<file path="config.mk">
export PLATFORM = sky130hd
export DESIGN_NAME = wdog_dualclr
export DESIGN_NICKNAME = d
export VERILOG_FILES = /design/src/rtl/wdog_pkg.sv /design/src/rtl/wdog_prescaler.sv /design/src/rtl/wdog_clr_arb.sv /design/src/rtl/wdog_core.sv /design/src/rtl/wdog_dualclr.sv
export SDC_FILE = /design/constraint.sdc
export NUM_CORES = 1
export LEC_CHECK = 0
export BUFFER_PORTS_ARGS = -buffer_cell sky130_fd_sc_hd__buf_2
export CAP_MARGIN = 20
export CORE_MARGIN = 2
export CORE_UTILIZATION = 50
export CTS_CLUSTER_SIZE = 30
export DETAILED_ROUTE_END_ITERATION = 7
export PLACE_DENSITY_LB_ADDON = 0.12
export SLEW_MARGIN = 0
export SYNTH_ARGS = -nofsm -noshare
export SYNTH_HDL_FRONTEND = slang
export SYNTH_HIERARCHICAL = 1
export SYNTH_SLANG_ARGS = --single-unit
export TNS_END_PERCENT = 5
</file>
<file path="constraint.sdc">
create_clock -name clk -period 2.4 [get_ports clk]
set_clock_uncertainty 0.15 [all_clocks]
set_input_delay 0.48 -clock clk [delete_from_list [all_inputs] [get_ports clk]]
set_output_delay 0.48 -clock clk [all_outputs]
set_load 0.005 [all_outputs]
</file>
<file path="src/rtl/wdog_pkg.sv">
package wdog_pkg;

    // Which clear command is waiting for its partner in paired mode
    typedef enum logic [1:0] {
        PEND_NONE = 2'd0,
        PEND_A    = 2'd1,
        PEND_B    = 2'd2
    } pend_e;

    // Decoded command for the counter core
    typedef struct packed {
        logic halt;
        logic restart;
    } wd_cmd_t;

    // Status flags
    typedef struct packed {
        logic to;
        logic pd;
    } wd_flags_t;

    // Event pulses raised on overflow
    typedef struct packed {
        logic rst_req;
        logic wake;
    } wd_evt_t;

    // Next pending state after one cycle of command input
    function automatic pend_e next_pend(pend_e cur, logic a_only, logic b_only,
                                        logic fire, logic flush);
        pend_e n;
        n = cur;
        if (flush || fire) n = PEND_NONE;
        else if (a_only)   n = PEND_A;
        else if (b_only)   n = PEND_B;
        return n;
    endfunction

endpackage

</file>
<file path="src/rtl/wdog_prescaler.sv">
module wdog_prescaler #(
    parameter int SEL_W = 3
) (
    input  logic             clk,
    input  logic             rst,
    input  logic             clr,
    input  logic [SEL_W-1:0] sel,
    output logic             tick
);
    localparam int PRE_W = (1 << SEL_W) - 1;

    logic [PRE_W-1:0] pre_q;
    logic [PRE_W-1:0] mask;

    // Bit i takes part in the terminal-count test when the ratio exceeds 2^i
    for (genvar i = 0; i < PRE_W; i++) begin : g_mask
        assign mask[i] = (int'(sel) > i);
    end

    assign tick = &(pre_q | ~mask);

    always_ff @(posedge clk) begin
        if (rst || clr) pre_q <= '0;
        else            pre_q <= pre_q + PRE_W'(1);
    end

endmodule

</file>
<file path="src/rtl/wdog_clr_arb.sv">
module wdog_clr_arb
    import wdog_pkg::*;
(
    input  logic clk,
    input  logic rst,
    input  logic two_cmd,
    input  logic clr_a,
    input  logic clr_b,
    input  logic halt,
    output logic fire
);
    pend_e pend_q;
    logic  a_only, b_only;

    assign a_only = clr_a & ~clr_b;
    assign b_only = clr_b & ~clr_a;

    always_comb begin
        if (!two_cmd) fire = a_only | b_only;
        else          fire = (a_only && pend_q == PEND_B) ||
                             (b_only && pend_q == PEND_A);
    end

    always_ff @(posedge clk) begin
        if (rst) pend_q <= PEND_NONE;
        else     pend_q <= next_pend(pend_q, a_only, b_only, fire,
                                     halt | ~two_cmd);
    end

endmodule

</file>
<file path="src/rtl/wdog_core.sv">
module wdog_core
    import wdog_pkg::*;
#(
    parameter int CNT_W = 8
) (
    input  logic      clk,
    input  logic      rst,
    input  logic      tick,
    input  wd_cmd_t   cmd,
    output wd_flags_t flags,
    output wd_evt_t   evt
);
    localparam logic [CNT_W-1:0] CNT_MAX = {CNT_W{1'b1}};

    logic [CNT_W-1:0] cnt_q;

    always_ff @(posedge clk) begin
        if (rst) begin
            cnt_q <= '0;
            flags <= '0;
            evt   <= '0;
        end else begin
            evt <= '0;
            if (cmd.halt) begin
                cnt_q    <= '0;
                flags.pd <= 1'b1;
                flags.to <= 1'b0;
            end else if (cmd.restart) begin
                cnt_q <= '0;
                flags <= '0;
            end else if (tick) begin
                if (cnt_q == CNT_MAX) begin
                    cnt_q    <= '0;
                    flags.to <= 1'b1;
                    if (flags.pd) evt.wake    <= 1'b1;
                    else          evt.rst_req <= 1'b1;
                end else begin
                    cnt_q <= cnt_q + CNT_W'(1);
                end
            end
        end
    end

endmodule

</file>
<file path="src/rtl/wdog_dualclr.sv">
module wdog_dualclr
    import wdog_pkg::*;
#(
    parameter int SEL_W = 3,
    parameter int CNT_W = 8
) (
    input  logic             clk,
    input  logic             rst,
    input  logic [SEL_W-1:0] div_sel,
    input  logic             two_cmd,
    input  logic             clr_a,
    input  logic             clr_b,
    input  logic             halt,
    output logic             to_flag,
    output logic             pd_flag,
    output logic             rst_req,
    output logic             wake
);
    logic      fire;
    logic      tick;
    wd_cmd_t   cmd;
    wd_flags_t flags;
    wd_evt_t   evt;

    wdog_clr_arb u_arb (
        .clk     (clk),
        .rst     (rst),
        .two_cmd (two_cmd),
        .clr_a   (clr_a),
        .clr_b   (clr_b),
        .halt    (halt),
        .fire    (fire)
    );

    assign cmd.halt    = halt;
    assign cmd.restart = fire;

    wdog_prescaler #(.SEL_W(SEL_W)) u_pre (
        .clk  (clk),
        .rst  (rst),
        .clr  (halt | fire),
        .sel  (div_sel),
        .tick (tick)
    );

    wdog_core #(.CNT_W(CNT_W)) u_core (
        .clk   (clk),
        .rst   (rst),
        .tick  (tick),
        .cmd   (cmd),
        .flags (flags),
        .evt   (evt)
    );

    assign to_flag = flags.to;
    assign pd_flag = flags.pd;
    assign rst_req = evt.rst_req;
    assign wake    = evt.wake;

endmodule

</file>
After elaboration in Yosys (flattened, before gate mapping):

Cells that the tools add are included.

* register bits: 21
* logic and storage cells: 53
* bits of input ports: 9

* add/sub/neg operators: 2
* magnitude comparators: 7
* equal/unequal tests: 3
* mux-type cells: 8
* bitwise operators: 12
* reduce and logical (&&, ||, !) cells: 13

Operators by type and width (number)
* $gt A3 B3 Y1 const B: 3
* $add A8 B1 Y8 const B: 1
* $eq A8 B8 Y1 const B: 1
* $mux W8: 1
* $reduce_and A8 Y1: 1
* $add A7 B1 Y7 const B: 1
* $mux W1: 7
* $not A7 Y7: 1
* $or A7 B7 Y7: 1
* $reduce_and A7 Y1: 1
* $gt A3 B1 Y1 const B: 2
* $gt A3 B2 Y1 const B: 2
* $reduce_or A3 Y1: 2
* $not A1 Y1: 5
* $reduce_or A5 Y1: 1
* $reduce_bool A2 Y1: 2
* $logic_or A1 B1 Y1: 3
* $or A1 B1 Y1: 3
* $and A1 B1 Y1: 2
* $eq A2 B1 Y1 const B: 1
* $eq A2 B2 Y1 const B: 1
* $logic_and A1 B1 Y1: 2
* $reduce_or A2 Y1: 1

Logic depth before layout (Yosys ltp):

* depth after elaboration: 7
* depth in mapped cells: 9

Modules after synthesis:

Netlist, hierarchy kept.

Modules (own cells, without submodules)
* wdog_core: times used 1, cells an instance 53, area an instance 495.5 um^2
* wdog_prescaler: times used 1, cells an instance 39, area an instance 325.3 um^2
* wdog_clr_arb: times used 1, cells an instance 16, area an instance 143.9 um^2
* wdog_dualclr: times used 1, cells an instance 1, area an instance 6.3 um^2

Least setup slack after synthesis:

OpenSTA, ideal clock, no wires.

* kind: input port to flip-flop
* start: input clr_b
* end: register u_pre.pre_q[2]
* setup slack: 396 ps
* path buffers: 1
* data required time: 2186 ps
* setup time: 64 ps
* cell stages on the path: 9
* data arrival time: 1790 ps
* path through: inv_1 > ha_1 > nand3b_1 > o211ai_2 > a21boi_1 > or2_1 > or2_2 > clkbuf_1 > nor2_1

* longest elaborated chain between the ends: 7
* elaborated cells between the ends (all ways): 10

RTL lines
* from (decl): line wdog_dualclr.sv:12 `input logic clr_b,`
* $not A1 Y1 *: line wdog_clr_arb.sv:15 `assign a_only = clr_a & ~clr_b;`
* $and A1 B1 Y1 *: line wdog_clr_arb.sv:15
* via u_arb.a_only: line wdog_clr_arb.sv:13 `logic a_only, b_only;`
* $logic_and A1 B1 Y1: line wdog_clr_arb.sv:20 `else fire = (a_only && pend_q == PEND_B) ||`
* $logic_or A1 B1 Y1: line wdog_clr_arb.sv:20
* $mux W1 *: line wdog_clr_arb.sv:19 `if (!two_cmd) fire = a_only | b_only;`
* via fire: line wdog_dualclr.sv:19 `logic fire;`
* $or A1 B1 Y1 *: line wdog_dualclr.sv:41 `.clr (halt | fire),`
* $logic_or A1 B1 Y1 *: line wdog_prescaler.sv:23 `if (rst || clr) pre_q <= '0;`
* to (signal assigned): line wdog_prescaler.sv:24 `else pre_q <= pre_q + PRE_W'(1);`
* to (decl): line wdog_prescaler.sv:12 `logic [PRE_W-1:0] pre_q;`

Mark *: on every way through the listed nets, which the timed path passes. The rest lies on a longest branch.
A chain may end at the register's enable or synchronous reset.

Worst setup path after layout:

* start: register u_pre.pre_q[2]
* end: register u_core.cnt_q[7]

* longest elaborated chain between the ends: 2

RTL lines
* $or A7 B7 Y7: line wdog_prescaler.sv:20 `assign tick = &(pre_q | ~mask);`
* $reduce_and A7 Y1: line wdog_prescaler.sv:20
* via tick: line wdog_dualclr.sv:20 `logic tick;`
* to (signal assigned): line wdog_core.sv:38 `cnt_q <= cnt_q + CNT_W'(1);`
* to (decl): line wdog_core.sv:15 `logic [CNT_W-1:0] cnt_q;`

The timed path passes the listed nets, and every way through them passes these cells.

==> impl_metrics.ini <==
[placed_design]
dp_hpwl_um = 1230
io_buffers = 12
gp_congestion = 0.769
pre_cts_slack_ps = 221
postPlaceCellArea_um2 = 1050

[pwr]
pwr-share-clk = 0.301
switching_share = 0.236
p_int_mw = 0.431
pwr-share-comb = 0.069
ir_worst_vdd_v = 0.000324
seqPwrFrac = 0.630
leakage_nw = 0.430
switchingPower_mw = 0.133
power_density_nw_per_um2 = 521

[setup_path]
r2r_start = u_pre/pre_q[2]
crit_type = register to register
crit_path_cell_trace = and2_4 -> o21ai_0 -> a21oi_1 -> o22a_1 -> nand4_2 -> or4_1 -> a21oi_1
arrival_ps = 2090
start_kind = register
cp_num_buf_inv = 0
critPathMostFrequentCell = a21oi_1
ff2ff_setup_slack_ps = 400
cp.required_ps = 2500
cp-end-kind = register
slowest_stage = or4_1
crit_family = simple AND/OR/NAND/NOR gates
worst_r2r_path_depth = 7
timing.rr.end = u_core/cnt_q[7]
cp_max_fo = 7
slowest_delay_ps = 530

[global_routing]
first_global_vias = 656
grt_pass1_wl_um = 2710
top_usage_layer = met2
grtUsageMet3 = 0.0453
use_met2 = 0.240
antenna_found_initial = 0
gr-total-overflow = 0
track_usage = 0.176
grtUsageMet1 = 0.238
grt_max_degree = 13

[route]
detail_route.wirelength_um = 1640
drc = 0
drt_iter0_markers = 21
first_pass_iters = 6
ant_nets = 0
vias_per_cell = 5.22
vias = 772
wl_per_cell_um = 11.1

[floorplan]
rows = 15
die_h_um = 48.1
io_pins = 13
core_um2 = 1780
start_util = 0.545
die_w_um = 48.1
die_area_um2 = 2310

[clocking]
clock-sinks = 21
insertion_delay_ps = 310
cts_root_buffer = clkbuf_4
cts.path.max_buffers = 2
numCtsBuffers = 3
cts_resized = 0
cts_tree = yes
ctsHoldBuffers = 0
htreeDepth = 1
postCtsSetupRepairBufs = 0
clk_pin_slew_ps = 120

[timing]
fin_crit_sh = 0.832
final_max_slew_viol_count = 0
relSlewSlack = 0.777
rsz0062_at_grt = false
setup-tns-final_ps = 0
fmax_ghz = 0.501
min_period_ps = 2000
tightest_slew_ps = 333
setup_ws_ps = 403
setup_viol = 0
timing_hold_violations_final = 0

[synthesis]
netlist_instances = 109
synth.net_count = 122
synthFlopType = dfxtp_1
seq_area_frac_synth = 0.433
async_reset_ff_frac = 0
synthTopCellsByArea = dfxtp_1 43%, xor2_1 6.3%, nor2_1 5.4%
synth-seq-cells = 21
synth_cell_types = 33
synth.largest_area_cell = dfxtp_1
netlist_area_um2 = 971
synth_area_per_cell_um2 = 8.91
synth_edf_count = 0
yosys_warnings = 6
synth_top_area_frac = 0.433

[flow_run]
cap_violations = 0

[min_path]
hold_depth = 2
hold_path.class = primary input to register
hold_start = rst
hold_path_end = u_core/flags[0]

[final_layout]
drive_gt1_frac = 0.187
areaGrowthSynthToFinish_pct = 11.5
fill_cells = 155
final_nets = 137
postLayoutCellArea_um2 = 1080
n_antenna_cell = 0

[outcome]
status = complete, no violations
==> stage by stage <==
stage	instances	hold slack, ps	power [mW]	utilization
after floorplan	109	300	0.386	-
after global placement	144	300	0.401	0.592
after detailed placement	144	310	0.402	0.592
after CTS	148	227	0.571	0.607
after global routing	148	243	0.589	0.607
final	148	234	0.564	0.607
==> cell type report <==
| class | count | area [µm²] | area share |
|---|---|---|---|
| clock buffers | 3 | 22.5 | 0.0208 |
| clock inverters | 1 | 5.00 | 0.00462 |
| inverters | 7 | 26.3 | 0.0243 |
| multi-input cells | 78 | 509 | 0.471 |
| flip-flops and latches | 21 | 420 | 0.388 |
| well taps | 25 | 31.3 | 0.0289 |
| repair buffers | 13 | 67.6 | 0.0624 |
==> worst reg2reg max path, stage by stage (launching register included) <==
cell and delay [ps]:
dfxtp_1 400, and2_4 180, o21ai_0 70, a21oi_1 120, o22a_1 180, nand4_2 160
or4_1 530, a21oi_1 140
==> cell usage after synthesis, types with 2 or more instances <==
cell type	number
inv_1	7
ha_1	4
clkbuf_1	2
o21ai_0	6
xnor2_1	2
nand4_1	4
nand2_1	7
or3_1	3
mux2i_1	2
nor3_1	4
xor2_1	7
dfxtp_1	21
o31ai_1	2
a21oi_1	6
nor2_1	14
==> worst max-delay path by stage <==
| stage | from | end | cells after the start |
|---|---|---|---|
| CTS | u_pre/pre_q[2] | u_core/cnt_q[7] | 7 |
| floorplan | clr_b | u_pre/pre_q[2] | 9 |
| detailed placement | clr_a | u_core/cnt_q[3] | 7 |
| global route | u_pre/pre_q[2] | u_core/cnt_q[7] | 7 |
| finish | u_pre/pre_q[2] | u_core/cnt_q[7] | 7 |
| global placement | clr_a | u_core/evt[1] | 7 |
==> cell families (layout without fill, tap and decap cells) <==
kind of cell               Yosys count  in the layout  share of synthesized area
AOI/OAI and AO/OA                   20             20                      0.131
xor gates and xnor gates             9              9                     0.0812
adders and majority gates            4              4                     0.0515
buffers and inverters               10             24                     0.0425
DFF                                 21             21                      0.433
muxes                                2              2                     0.0206
and+or+nand+nor                     43             43                      0.240
==> registers in the layout, summed over array words and instances, names as in the netlist <==
name,flops
u_core/cnt_q,8
u_pre/pre_q,7
u_arb/pend_q,2
u_core/evt,2
u_core/flags,2
==> cells in the final DEF, fill, tap and decap left out, types with 2 or more instances in the layout <==
cell type | netlist | final
xor2_1 | 7 | 7
o31ai_1 | 2 | 2
dfxtp_1 | 21 | 21
a21oi_1 | 6 | 6
nand4_1 | 4 | 4
buf_2 | 0 | 12
mux2i_1 | 2 | 2
o21ai_0 | 6 | 6
nor3_1 | 4 | 4
nand2_1 | 7 | 7
clkbuf_4 | 0 | 3
or3_1 | 3 | 3
nor2_1 | 14 | 14
inv_1 | 7 | 7
ha_1 | 4 | 4
xnor2_1 | 2 | 2
==> per-layer routing <==
metal / share of wire / up-vias
met1: 0.50 / 341
met2: 0.43 / 19
met5: 0 / -
li1: - / 408
met4: 0.026 / 0
met3: 0.045 / 4
==> power groups by stage <==
stage               Clock (mW)  Sequential (mW)  Combinational (mW)
finish                   0.170            0.355              0.0389
global route             0.188            0.356              0.0444
CTS                      0.176            0.355              0.0391
detailed placement           0            0.363              0.0389
global placement             0            0.363              0.0380
floorplan                    0            0.362              0.0238
(Power assumes the default switching activity.)
